**config.mk**
```make
export PLATFORM = sky130hd
export DESIGN_NAME = flash_ready_poller
export DESIGN_NICKNAME = d
export VERILOG_FILES = /design/src/rtl/flash_poll_pkg.sv /design/src/rtl/flash_poll_timer.sv /design/src/rtl/flash_status_decode.sv /design/src/rtl/flash_poll_fsm.sv /design/src/rtl/flash_ready_poller.sv
export SDC_FILE = /design/constraint.sdc
export NUM_CORES = 1
export LEC_CHECK = 0
export CAP_MARGIN = 20
export CORE_AREA = 2 2 86 88
export DETAILED_ROUTE_END_ITERATION = 6
export DIE_AREA = 0 0 88 90
export PLACE_DENSITY_LB_ADDON = 0.3
export SLEW_MARGIN = 25
export SYNTH_ARGS = -nofsm -noshare
export SYNTH_HDL_FRONTEND = slang
export SYNTH_SLANG_ARGS = --single-unit
```
**constraint.sdc**
```tcl
create_clock -name clk -period 3.63 [get_ports clk]
set_clock_uncertainty 0.05 [all_clocks]
set_input_delay 1.089 -clock clk [delete_from_list [all_inputs] [get_ports clk]]
set_output_delay 1.089 -clock clk [all_outputs]
set_load 0.01 [all_outputs]
```
**src/rtl/flash_poll_pkg.sv**
```systemverilog
`timescale 1ns/1ps
package flash_poll_pkg;

    typedef enum logic [3:0] {
        ST_IDLE,
        ST_STAT_REQ,
        ST_STAT_WAIT,
        ST_FLAG_REQ,
        ST_FLAG_WAIT,
        ST_CLR_REQ,
        ST_CLR_WAIT,
        ST_WRDI_REQ,
        ST_WRDI_WAIT,
        ST_FINISH
    } poll_state_t;

    localparam logic [7:0] OP_READ_STATUS = 8'h05;
    localparam logic [7:0] OP_READ_FLAGS  = 8'h70;
    localparam logic [7:0] OP_CLEAR_FLAGS = 8'h50;
    localparam logic [7:0] OP_WRITE_DIS   = 8'h04;

    localparam int STAT_WIP_BIT    = 0;
    localparam int FLAG_READY_BIT  = 7;
    localparam int FLAG_ERASE_BIT  = 5;
    localparam int FLAG_PROG_BIT   = 4;
    localparam int FLAG_PROT_BIT   = 1;

endpackage

```
**src/rtl/flash_poll_timer.sv**
```systemverilog
`timescale 1ns/1ps
module flash_poll_timer #(
    parameter int LIMIT = 4096
) (
    input  logic clk,
    input  logic rst_n,
    input  logic clear,
    input  logic run,
    output logic expired
);
    localparam int CNT_W = $clog2(LIMIT + 1);
    localparam logic [CNT_W-1:0] LAST = CNT_W'(LIMIT - 1);

    logic [CNT_W-1:0] cnt_q;

    always_ff @(posedge clk or negedge rst_n) begin
        if (!rst_n) begin
            cnt_q <= '0;
        end else if (clear) begin
            cnt_q <= '0;
        end else if (run && !expired) begin
            cnt_q <= cnt_q + 1'b1;
        end
    end

    assign expired = run && (cnt_q == LAST);


    cnt_bound_chk: assert property (@(posedge clk) disable iff (!rst_n)
        cnt_q <= LAST);

endmodule

```
**src/rtl/flash_status_decode.sv**
```systemverilog
`timescale 1ns/1ps
module flash_status_decode
    import flash_poll_pkg::*;
(
    input  logic       clk,
    input  logic       rst_n,
    input  logic       have_result,
    input  logic       tmo_hit,
    input  logic [7:0] stat_byte,
    input  logic [7:0] flag_byte,
    input  logic       stat_unsup,
    input  logic       flag_unsup,
    output logic       raw_fail,
    output logic       ready,
    output logic       io_err,
    output logic       timeout_err,
    output logic       err_erase,
    output logic       err_program,
    output logic       err_protect
);
    logic stat_ok;
    logic flag_rdy;
    logic flag_used;
    logic fail_seen;
    logic live;

    always_comb begin
        stat_ok     = ~stat_byte[STAT_WIP_BIT];
        flag_rdy    = flag_byte[FLAG_READY_BIT];
        raw_fail    = flag_byte[FLAG_ERASE_BIT] | flag_byte[FLAG_PROG_BIT];
        flag_used   = !stat_unsup && !flag_unsup;
        fail_seen   = flag_used && raw_fail;
        live        = have_result && !tmo_hit;
        timeout_err = have_result && tmo_hit;
        io_err      = live && (stat_unsup || fail_seen);
        ready       = live && !stat_unsup && !fail_seen && stat_ok
                      && (flag_unsup || flag_rdy);
        err_erase   = live && fail_seen && flag_byte[FLAG_ERASE_BIT];
        err_program = live && fail_seen && flag_byte[FLAG_PROG_BIT]
                      && !flag_byte[FLAG_ERASE_BIT];
        err_protect = live && fail_seen && flag_byte[FLAG_PROT_BIT];
    end


    ready_excl_chk: assert property (@(posedge clk) disable iff (!rst_n)
        ready |-> (!io_err && !timeout_err));

    cause_excl_chk: assert property (@(posedge clk) disable iff (!rst_n)
        !(err_erase && err_program));

    cause_needs_err_chk: assert property (@(posedge clk) disable iff (!rst_n)
        (err_erase || err_program || err_protect) |-> io_err);

endmodule

```
**src/rtl/flash_poll_fsm.sv**
```systemverilog
`timescale 1ns/1ps
module flash_poll_fsm
    import flash_poll_pkg::*;
#(
    parameter int AB_W = 3,
    parameter int DM_W = 5
) (
    input  logic            clk,
    input  logic            rst_n,
    input  logic            start,
    input  logic            octal_mode,
    input  logic [AB_W-1:0] oct_addr_bytes,
    input  logic [DM_W-1:0] oct_dummy,
    input  logic            cmd_accept,
    input  logic            rsp_valid,
    input  logic [7:0]      rsp_data,
    input  logic            cmd_fin,
    input  logic            cmd_unsup,
    input  logic            tmo_expire,
    input  logic            raw_fail,
    output logic            cmd_valid,
    output logic [7:0]      cmd_opcode,
    output logic [AB_W-1:0] cmd_addr_bytes,
    output logic [DM_W-1:0] cmd_dummy,
    output logic [1:0]      cmd_data_len,
    output logic            cmd_octal,
    output logic            busy,
    output logic            done,
    output logic            tmr_clear,
    output logic            have_result,
    output logic            tmo_hit,
    output logic [7:0]      stat_byte,
    output logic [7:0]      flag_byte,
    output logic            stat_unsup,
    output logic            flag_unsup
);
    poll_state_t state_q, state_d;

    logic            mode_q;
    logic [AB_W-1:0] ab_q;
    logic [DM_W-1:0] dm_q;
    logic            got_q;
    logic            take;

    assign take = (state_q == ST_IDLE) && start;
    assign tmr_clear = take;

    // state register
    always_ff @(posedge clk or negedge rst_n) begin
        if (!rst_n) state_q <= ST_IDLE;
        else        state_q <= state_d;
    end

    // next state
    always_comb begin
        state_d = state_q;
        unique case (state_q)
            ST_IDLE:      if (start)      state_d = ST_STAT_REQ;
            ST_STAT_REQ:  if (cmd_accept) state_d = ST_STAT_WAIT;
            ST_STAT_WAIT: if (cmd_fin)    state_d = cmd_unsup ? ST_FINISH : ST_FLAG_REQ;
            ST_FLAG_REQ:  if (cmd_accept) state_d = ST_FLAG_WAIT;
            ST_FLAG_WAIT: if (cmd_fin)    state_d = (!cmd_unsup && raw_fail) ? ST_CLR_REQ : ST_FINISH;
            ST_CLR_REQ:   if (cmd_accept) state_d = ST_CLR_WAIT;
            ST_CLR_WAIT:  if (cmd_fin)    state_d = ST_WRDI_REQ;
            ST_WRDI_REQ:  if (cmd_accept) state_d = ST_WRDI_WAIT;
            ST_WRDI_WAIT: if (cmd_fin)    state_d = ST_FINISH;
            ST_FINISH:                    state_d = ST_IDLE;
            default:                      state_d = ST_IDLE;
        endcase
        if (tmo_expire) state_d = ST_FINISH;
    end

    // captured configuration, returned bytes and verdict inputs
    always_ff @(posedge clk or negedge rst_n) begin
        if (!rst_n) begin
            mode_q      <= 1'b0;
            ab_q        <= '0;
            dm_q        <= '0;
            got_q       <= 1'b0;
            have_result <= 1'b0;
            tmo_hit     <= 1'b0;
            stat_byte   <= 8'h00;
            flag_byte   <= 8'h00;
            stat_unsup  <= 1'b0;
            flag_unsup  <= 1'b0;
        end else begin
            if (take) begin
                mode_q      <= octal_mode;
                ab_q        <= oct_addr_bytes;
                dm_q        <= oct_dummy;
                have_result <= 1'b0;
                tmo_hit     <= 1'b0;
                stat_byte   <= 8'h00;
                flag_byte   <= 8'h00;
                stat_unsup  <= 1'b0;
                flag_unsup  <= 1'b0;
            end
            unique case (state_q)
                ST_STAT_REQ, ST_FLAG_REQ: got_q <= 1'b0;
                ST_STAT_WAIT: begin
                    if (rsp_valid && !got_q) begin
                        stat_byte <= rsp_data;
                        got_q     <= 1'b1;
                    end
                    if (cmd_fin) stat_unsup <= cmd_unsup;
                end
                ST_FLAG_WAIT: begin
                    if (rsp_valid && !got_q) begin
                        flag_byte <= rsp_data;
                        got_q     <= 1'b1;
                    end
                    if (cmd_fin) flag_unsup <= cmd_unsup;
                end
                default: ;
            endcase
            if ((state_d == ST_FINISH) && (state_q != ST_FINISH)) begin
                have_result <= 1'b1;
                tmo_hit     <= tmo_expire;
            end
        end
    end

    // outputs
    always_comb begin
        cmd_valid      = 1'b0;
        cmd_opcode     = 8'h00;
        cmd_addr_bytes = '0;
        cmd_dummy      = '0;
        cmd_data_len   = 2'd0;
        cmd_octal      = 1'b0;
        busy           = (state_q != ST_IDLE) && (state_q != ST_FINISH);
        done           = (state_q == ST_FINISH);
        unique case (state_q)
            ST_STAT_REQ, ST_FLAG_REQ: begin
                cmd_valid  = 1'b1;
                cmd_opcode = (state_q == ST_STAT_REQ) ? OP_READ_STATUS : OP_READ_FLAGS;
                cmd_octal  = mode_q;
                if (mode_q) begin
                    cmd_addr_bytes = ab_q;
                    cmd_dummy      = dm_q;
                    cmd_data_len   = 2'd2;
                end else begin
                    cmd_data_len   = 2'd1;
                end
            end
            ST_CLR_REQ, ST_WRDI_REQ: begin
                cmd_valid  = 1'b1;
                cmd_opcode = (state_q == ST_CLR_REQ) ? OP_CLEAR_FLAGS : OP_WRITE_DIS;
                cmd_octal  = mode_q;
            end
            default: ;
        endcase
    end


    cmd_hold_chk: assert property (@(posedge clk) disable iff (!rst_n)
        (cmd_valid && !cmd_accept && !tmo_expire) |=>
            (cmd_valid && $stable(cmd_opcode) && $stable(cmd_data_len)
             && $stable(cmd_addr_bytes) && $stable(cmd_dummy)));

    done_pulse_chk: assert property (@(posedge clk) disable iff (!rst_n)
        done |=> !done);

    done_idle_chk: assert property (@(posedge clk) disable iff (!rst_n)
        done |-> !busy);

    tmo_finish_chk: assert property (@(posedge clk) disable iff (!rst_n)
        tmo_expire |=> (done && !cmd_valid));

endmodule

```
**src/rtl/flash_ready_poller.sv**
```systemverilog
`timescale 1ns/1ps
module flash_ready_poller #(
    parameter int AB_W           = 3,
    parameter int DM_W           = 5,
    parameter int TIMEOUT_CYCLES = 4096
) (
    input  logic            clk,
    input  logic            rst_n,
    input  logic            start,
    input  logic            octal_mode,
    input  logic [AB_W-1:0] oct_addr_bytes,
    input  logic [DM_W-1:0] oct_dummy,
    output logic            cmd_valid,
    input  logic            cmd_accept,
    output logic [7:0]      cmd_opcode,
    output logic [AB_W-1:0] cmd_addr_bytes,
    output logic [DM_W-1:0] cmd_dummy,
    output logic [1:0]      cmd_data_len,
    output logic            cmd_octal,
    input  logic            rsp_valid,
    input  logic [7:0]      rsp_data,
    input  logic            cmd_fin,
    input  logic            cmd_unsup,
    output logic            done,
    output logic            busy,
    output logic            ready,
    output logic            io_err,
    output logic            timeout_err,
    output logic            err_erase,
    output logic            err_program,
    output logic            err_protect
);
    logic       tmo_expire;
    logic       tmr_clear;
    logic       raw_fail;
    logic       have_result;
    logic       tmo_hit;
    logic [7:0] stat_byte;
    logic [7:0] flag_byte;
    logic       stat_unsup;
    logic       flag_unsup;

    flash_poll_fsm #(.AB_W(AB_W), .DM_W(DM_W)) u_fsm (
        .clk            (clk),
        .rst_n          (rst_n),
        .start          (start),
        .octal_mode     (octal_mode),
        .oct_addr_bytes (oct_addr_bytes),
        .oct_dummy      (oct_dummy),
        .cmd_accept     (cmd_accept),
        .rsp_valid      (rsp_valid),
        .rsp_data       (rsp_data),
        .cmd_fin        (cmd_fin),
        .cmd_unsup      (cmd_unsup),
        .tmo_expire     (tmo_expire),
        .raw_fail       (raw_fail),
        .cmd_valid      (cmd_valid),
        .cmd_opcode     (cmd_opcode),
        .cmd_addr_bytes (cmd_addr_bytes),
        .cmd_dummy      (cmd_dummy),
        .cmd_data_len   (cmd_data_len),
        .cmd_octal      (cmd_octal),
        .busy           (busy),
        .done           (done),
        .tmr_clear      (tmr_clear),
        .have_result    (have_result),
        .tmo_hit        (tmo_hit),
        .stat_byte      (stat_byte),
        .flag_byte      (flag_byte),
        .stat_unsup     (stat_unsup),
        .flag_unsup     (flag_unsup)
    );

    flash_poll_timer #(.LIMIT(TIMEOUT_CYCLES)) u_timer (
        .clk     (clk),
        .rst_n   (rst_n),
        .clear   (tmr_clear),
        .run     (busy),
        .expired (tmo_expire)
    );

    flash_status_decode u_decode (
        .clk         (clk),
        .rst_n       (rst_n),
        .have_result (have_result),
        .tmo_hit     (tmo_hit),
        .stat_byte   (stat_byte),
        .flag_byte   (flag_byte),
        .stat_unsup  (stat_unsup),
        .flag_unsup  (flag_unsup),
        .raw_fail    (raw_fail),
        .ready       (ready),
        .io_err      (io_err),
        .timeout_err (timeout_err),
        .err_erase   (err_erase),
        .err_program (err_program),
        .err_protect (err_protect)
    );

endmodule

```
==> impl_metrics.ini, run 1 <==
[status]
status = finished clean

[yosys]
synthesis.instances = 221
synth_seq_area_share = 0.444
yosys_warnings = 0
syn-cell-area_sq_um = 2030
yosysTopAreaCell = dfrtp_1
synth-seq-cells = 36
synth_cell_types = 46
yosysTopAreaCellShare = 0.444
ys_top_cells_by_area = dfrtp_1 44%, nand2_1 7.4%, nor2_1 4.1%
syn_avg_cell_area_sq_um = 9.18

[global_route]
gr-total-overflow = 0
antenna_found_initial = 0
grt_max_degree = 37
grt_first_pass_wirelength_microns = 7790
grt_usage = 0.123
grt_pass1_vias = 1708

[cts]
cts_sinks = 36
post_cts_buffers = 0
numCtsBuffers = 5
clockBufferDepth = 2
clock-root-buffer = clkbuf_8
cts.htree.levels = 2
cts_tree = built
clkLatencyLatePin_ns = 0.29
cts_resized = 0
path_clk_slew_ns = 0.07
holdBufCountCts = 0

[sta]
fmax_mhz = 302
finalMaxSlewViolations = 0
min_period_ns = 3.32
fin_hold_ws_ns = 0.416
final.setup.tns_ns = 0
finalSetupViolCount = 0
timing.final.hold_violations = 0
rsz0062_at_grt = false
fin_crit_sh = 0.914

[power]
finalPower_uw = 1900
pwr_density_cell_nw_per_um2 = 703
irDropWorstVdd_mv = 0.347
power.leakage_uw = 0.00114

[floorplan]
ios = 52
fp.coreArea_sq_um = 7020
die_x_microns = 88
start_util = 0.289
dieArea_sq_um = 7920
dieHeight_microns = 90
rows = 31

[drt]
drtPass1Iterations = 4
drt_wl_total_microns = 4520
drc = 0
ant_nets = 0
routedWlPerCell_microns = 12.3
drt_iter0_markers = 96
num_vias = 1708
drt-vias-per-instance = 4.64

[worst_setup_path]
cp_common_cell = and2_1
crit_buf_inv = 3
end_kind = output pin
crit_start = u_fsm.state_q[3]$_DFF_PN0_
critPathKind = register to output pin
cp_top_family = buffers and inverters
cp_cell_sequence = nand2b_1 -> inv_1 -> and2_1 -> nor2b_1 -> buf_4 -> and2_1 -> clkdlybuf4s50_1
r2r_setup_slack_ns = 1.77
critPathLaunchType = register
worstSetupPathDepth = 7
critPathMaxStageDelay_ns = 0.53
cp-endpoint = cmd_addr_bytes[0]
path_max_fanout = 9
reg2reg_from = u_timer.cnt_q[0]$_DFFE_PN0P_
arrival_ns = 2.18
worstPathRequired_ns = 2.49
reg2reg_depth = 6
r2r-end = u_timer.cnt_q[3]$_DFFE_PN0P_
crit_slowest_cell = clkdlybuf4s50_1

[placed_design]
dp_hpwl_microns = 3220
gp_congestion = 0.775
portBuffers = 45

[final_layout]
diodes = 0
drive_above_1_share = 0.104
final.fill_count = 720
area_growth_pct = 32.9
seq_area_sq_um = 901
final_core_util = 0.384
multi_input_area_sq_um = 1060
final_nets = 293

[min_path]
hold_class = register to register

[run]
max_cap_viol_count = 0
[kinds of logic after synthesis]
kind of cell	after synthesis	share of synthesized area
multiplexers	3	0.0148
adder cells (fa/ha/maj)	1	0.00616
flip-flops	36	0.444
other	1	0.00185
AND/OR/NAND/NOR	128	0.353
XOR/XNOR	10	0.0432
AO/OA/AOI/OAI	27	0.0999
buffers and inverters	15	0.0370
[placed cells by master, fill, tap and decap left out, types with 2 or more instances in the layout]
cell and n:
conb_1 3, nand2_1 40, nor2b_1 3, xnor2_1 8
nand3_1 6, o221ai_1 2, inv_1 2, nand4_1 4
a22o_1 5, xor2_1 2, buf_4 6, nor2_1 22
dfrtp_1 36, nor4b_1 6, clkdlybuf4s50_1 45, nor4_1 2
nor3_1 6, nor3b_1 2, nor4_2 3, or2_2 3
and2_1 12, clkbuf_8 5, mux2i_1 3, o21ai_0 6
nand2b_1 7, a21oi_1 8
[stage by stage]
step	area (sq um)	worst slack (ns)	cells
final	2700	0.314	368
after global routing	2700	0.171	368
after CTS	2700	0.287	368
after detailed placement	2590	0.628	360
after global placement	2590	0.638	360
after floorplan	2040	0.981	223
[cell usage after synthesis, drive strengths merged]
master / n
mux2i: 3
nand3b: 1
o311a: 1
nor4: 6
a31o: 1
or2: 4
xnor2: 8
a21oi: 8
xor2: 2
and3: 2
nor2b: 3
nor3: 6
nand3: 6
and4b: 1
inv: 2
nand2b: 7
a211oi: 1
nor2: 23
buf: 8
nand4: 5
a32o: 1
and3b: 1
a2111oi: 1
and2: 12
o221ai: 2
o211ai: 1
nor4b: 7
nor3b: 2
and4: 1
conb: 1
or3b: 1
o21ai: 6
a22o: 5
ha: 1
nand2: 40
clkbuf: 5
dfrtp: 36
[per-layer routing]
metal	vias to the layer above	track usage	part of all wire	wire length, microns
met1	810	0.171	0.49	2210
met3	6	0.0312	0.048	216
met2	41	0.181	0.45	2020
li1	851	-	-	-
met5	-	0	0	0
met4	0	0.0462	0.017	75
[how the worst min path moves through the flow]
stage	end	start	slack (ns)	cells past startpoint
after floorplan	u_fsm.ab_q[0]$_DFFE_PN0P_	u_fsm.ab_q[0]$_DFFE_PN0P_	0.39	2
after global placement	u_fsm.dm_q[3]$_DFFE_PN0P_	u_fsm.dm_q[3]$_DFFE_PN0P_	0.40	2
after detailed placement	u_fsm.dm_q[2]$_DFFE_PN0P_	u_fsm.dm_q[2]$_DFFE_PN0P_	0.40	2
after CTS	u_fsm.dm_q[3]$_DFFE_PN0P_	u_fsm.dm_q[3]$_DFFE_PN0P_	0.42	2
after global routing	u_fsm.dm_q[4]$_DFFE_PN0P_	u_fsm.dm_q[4]$_DFFE_PN0P_	0.45	2
final	u_fsm.dm_q[3]$_DFFE_PN0P_	u_fsm.dm_q[3]$_DFFE_PN0P_	0.42	2
[registers in the layout (all words and copies together) (netlist names), 3 cells and up]
name / count
u_fsm.ab_q: 3
u_fsm.dm_q: 5
u_fsm.flag_byte: 4
u_fsm.state_q: 4
u_timer.cnt_q: 13
[worst register-to-register path, cell delays in order, from the launching register on]
cell and delay (ns):
dfrtp_1 0.40, ha_1 0.18, nand3_1 0.21, nor4_2 0.51, nor2_2 0.13, nand4_1 0.14
mux2i_1 0.18
[report_power, final]
part | internal, uW | switching, uW
logic | 432 | 477
registers | 529 | 114
clock network | 204 | 140
[layout make-up]
class / count / area share
Clock buffer: 6 / 0.0269
Timing Repair Buffer: 51 / 0.184
Multi-Input combinational cell: 172 / 0.394
Sequential cell: 36 / 0.334
Clock inverter: 2 / 0.0130
Inverter: 2 / 0.00278
Tap cell: 99 / 0.0459
Power figures use the tool's default switching activity.
==> run 2: changes to the inputs <==
--- a/config.mk
+++ b/config.mk
@@ -9,6 +9,7 @@
 export CORE_AREA = 2 2 86 88
 export DETAILED_ROUTE_END_ITERATION = 6
 export DIE_AREA = 0 0 88 90
+export GPL_ROUTABILITY_DRIVEN = 1
 export PLACE_DENSITY_LB_ADDON = 0.3
 export SLEW_MARGIN = 25
 export SYNTH_ARGS = -nofsm -noshare
==> results of run 2 <==
Same layout as run 1: the final DEF is identical, and so are final timing and power.
==> run 3: changes to the inputs <==
--- a/config.mk
+++ b/config.mk
@@ -6,9 +6,9 @@
 export NUM_CORES = 1
 export LEC_CHECK = 0
 export CAP_MARGIN = 20
-export CORE_AREA = 2 2 86 88
+export CORE_AREA = 2 2 83 85
 export DETAILED_ROUTE_END_ITERATION = 6
-export DIE_AREA = 0 0 88 90
+export DIE_AREA = 0 0 85 87
 export GPL_ROUTABILITY_DRIVEN = 1
 export PLACE_DENSITY_LB_ADDON = 0.3
 export SLEW_MARGIN = 25
==> impl_metrics.ini, run 3 (synthesized netlist as in run 1, its figures left out) <==
[drt]
routedWlPerCell_microns = 13.1
drt_wl_total_microns = 4560
drtPass1Iterations = 4
drt-vias-per-instance = 4.93
drt_iter0_markers = 92
drc = 0
ant_nets = 0
num_vias = 1720

[worst_setup_path]
reg2reg_from = u_fsm.state_q[2]$_DFF_PN0_
r2r-end = u_timer.cnt_q[9]$_DFFE_PN0P_
crit_start = u_fsm.state_q[3]$_DFF_PN0_
critPathLaunchType = register
r2r_setup_slack_ns = 1.75
end_kind = output pin
worstPathRequired_ns = 2.49
path_max_fanout = 9
arrival_ns = 2.22
critPathKind = register to output pin
reg2reg_depth = 5

[cts]
cts_resized = 0
cts_sinks = 36
clockBufferDepth = 2
cts.htree.levels = 2
holdBufCountCts = 0
post_cts_buffers = 0
path_clk_slew_ns = 0.08
clkLatencyLatePin_ns = 0.29
clock-root-buffer = clkbuf_8
numCtsBuffers = 5
cts_tree = built

[final_layout]
final_nets = 293
drive_above_1_share = 0.108
reg_top3 = u_timer.cnt_q x13, u_fsm.dm_q x5
largest_register = u_timer.cnt_q
diodes = 0
final_common_cell = clkdlybuf4s50_1
largest_reg_flops = 13
final_cell_mix = 45 x clkdlybuf4s50_1, 40 x nand2_1, 36 x dfrtp_1
area_growth_pct = 31.9

[sta]
fmax_mhz = 298
finalMaxSlewViolations = 0
min_period_ns = 3.35
final.setup.tns_ns = 0
rsz0062_at_grt = false
timing.final.hold_violations = 0
finalSetupViolCount = 0
fin_crit_sh = 0.924
fin_hold_ws_ns = 0.418

[power]
irDropWorstVdd_mv = 0.342
power.leakage_uw = 0.00114
pwr_density_cell_nw_per_um2 = 715
finalPower_uw = 1910

[placed_design]
portBuffers = 45
gp_congestion = 0.735
dp_hpwl_microns = 3230

[min_path]
hold_end = u_fsm.ab_q[0]$_DFFE_PN0P_
holdPathStages = 2
hold_path_startpoint = u_fsm.ab_q[0]$_DFFE_PN0P_
hold_class = register to register

[floorplan]
dieHeight_microns = 87
dieArea_sq_um = 7400
fp.coreArea_sq_um = 6570
ios = 52
start_util = 0.309
rows = 30
die_x_microns = 85

[global_route]
grt_max_degree = 37
grt_usage = 0.135
grt_first_pass_wirelength_microns = 8020
grt_pass1_vias = 1753
antenna_found_initial = 0
gr-total-overflow = 0

[run]
max_cap_viol_count = 0

[status]
status = finished clean
[run 3: cell count changes in the layout (fill, tap and decap cells not counted)]
cell	change
clkbuf_1	-1
clkinvlp_4	+1
[run 3: cell type report]
cell class	instances	area, sq um
inverter	2	7.51
multi-input combinational	172	1060
clock buffer	5	68.8
tap	80	100
clock inverter	3	42.5
fill	667	3890
sequential	36	901
timing repair buffer	51	495
[run 3: worst max path at each step]
stage | to | slack (ns) | cells after the start
after detailed placement | cmd_dummy[2] | 0.59 | 7
after CTS | cmd_dummy[0] | 0.25 | 7
after floorplan | cmd_addr_bytes[0] | 0.98 | 6
after global placement | cmd_dummy[0] | 0.64 | 7
after global routing | cmd_addr_bytes[2] | 0.14 | 7
final | cmd_dummy[4] | 0.28 | 7
[run 3: critical path: stages (launching register included)]
cell and delay (ns):
dfrtp_1 0.37, nand2b_1 0.24, inv_1 0.15, and2_1 0.18
nor2b_1 0.16, buf_4 0.17, and2_1 0.13, clkdlybuf4s50_1 0.53
[run 3: per-stage QoR]
step	area, sq um	std cells	utilization	worst slack, ns
detailed placement	2560	341	0.390	0.589
finish	2680	349	0.407	0.275
global placement	2560	341	0.390	0.637
CTS	2680	349	0.407	0.251
floorplan	2040	223	-	0.981
global route	2680	349	0.407	0.144
[run 3: metal layers]
metal  global-route usage  share of wire  up-vias
met2                0.214           0.46       35
met1                0.181           0.48      829
met4               0.0433          0.016        0
li1                     -              -      850
met3               0.0341          0.043        6
met5                    0              0        -
[run 3: power breakdown]
part / total (uW) / leakage (uW) / internal [uW] / switching (uW)
sequential: 646 / 0.000478 / 529 / 118
clock: 352 / 0.0000541 / 203 / 149
combinational: 916 / 0.000605 / 433 / 483
total: 1910 / 0.00114 / 1160 / 750
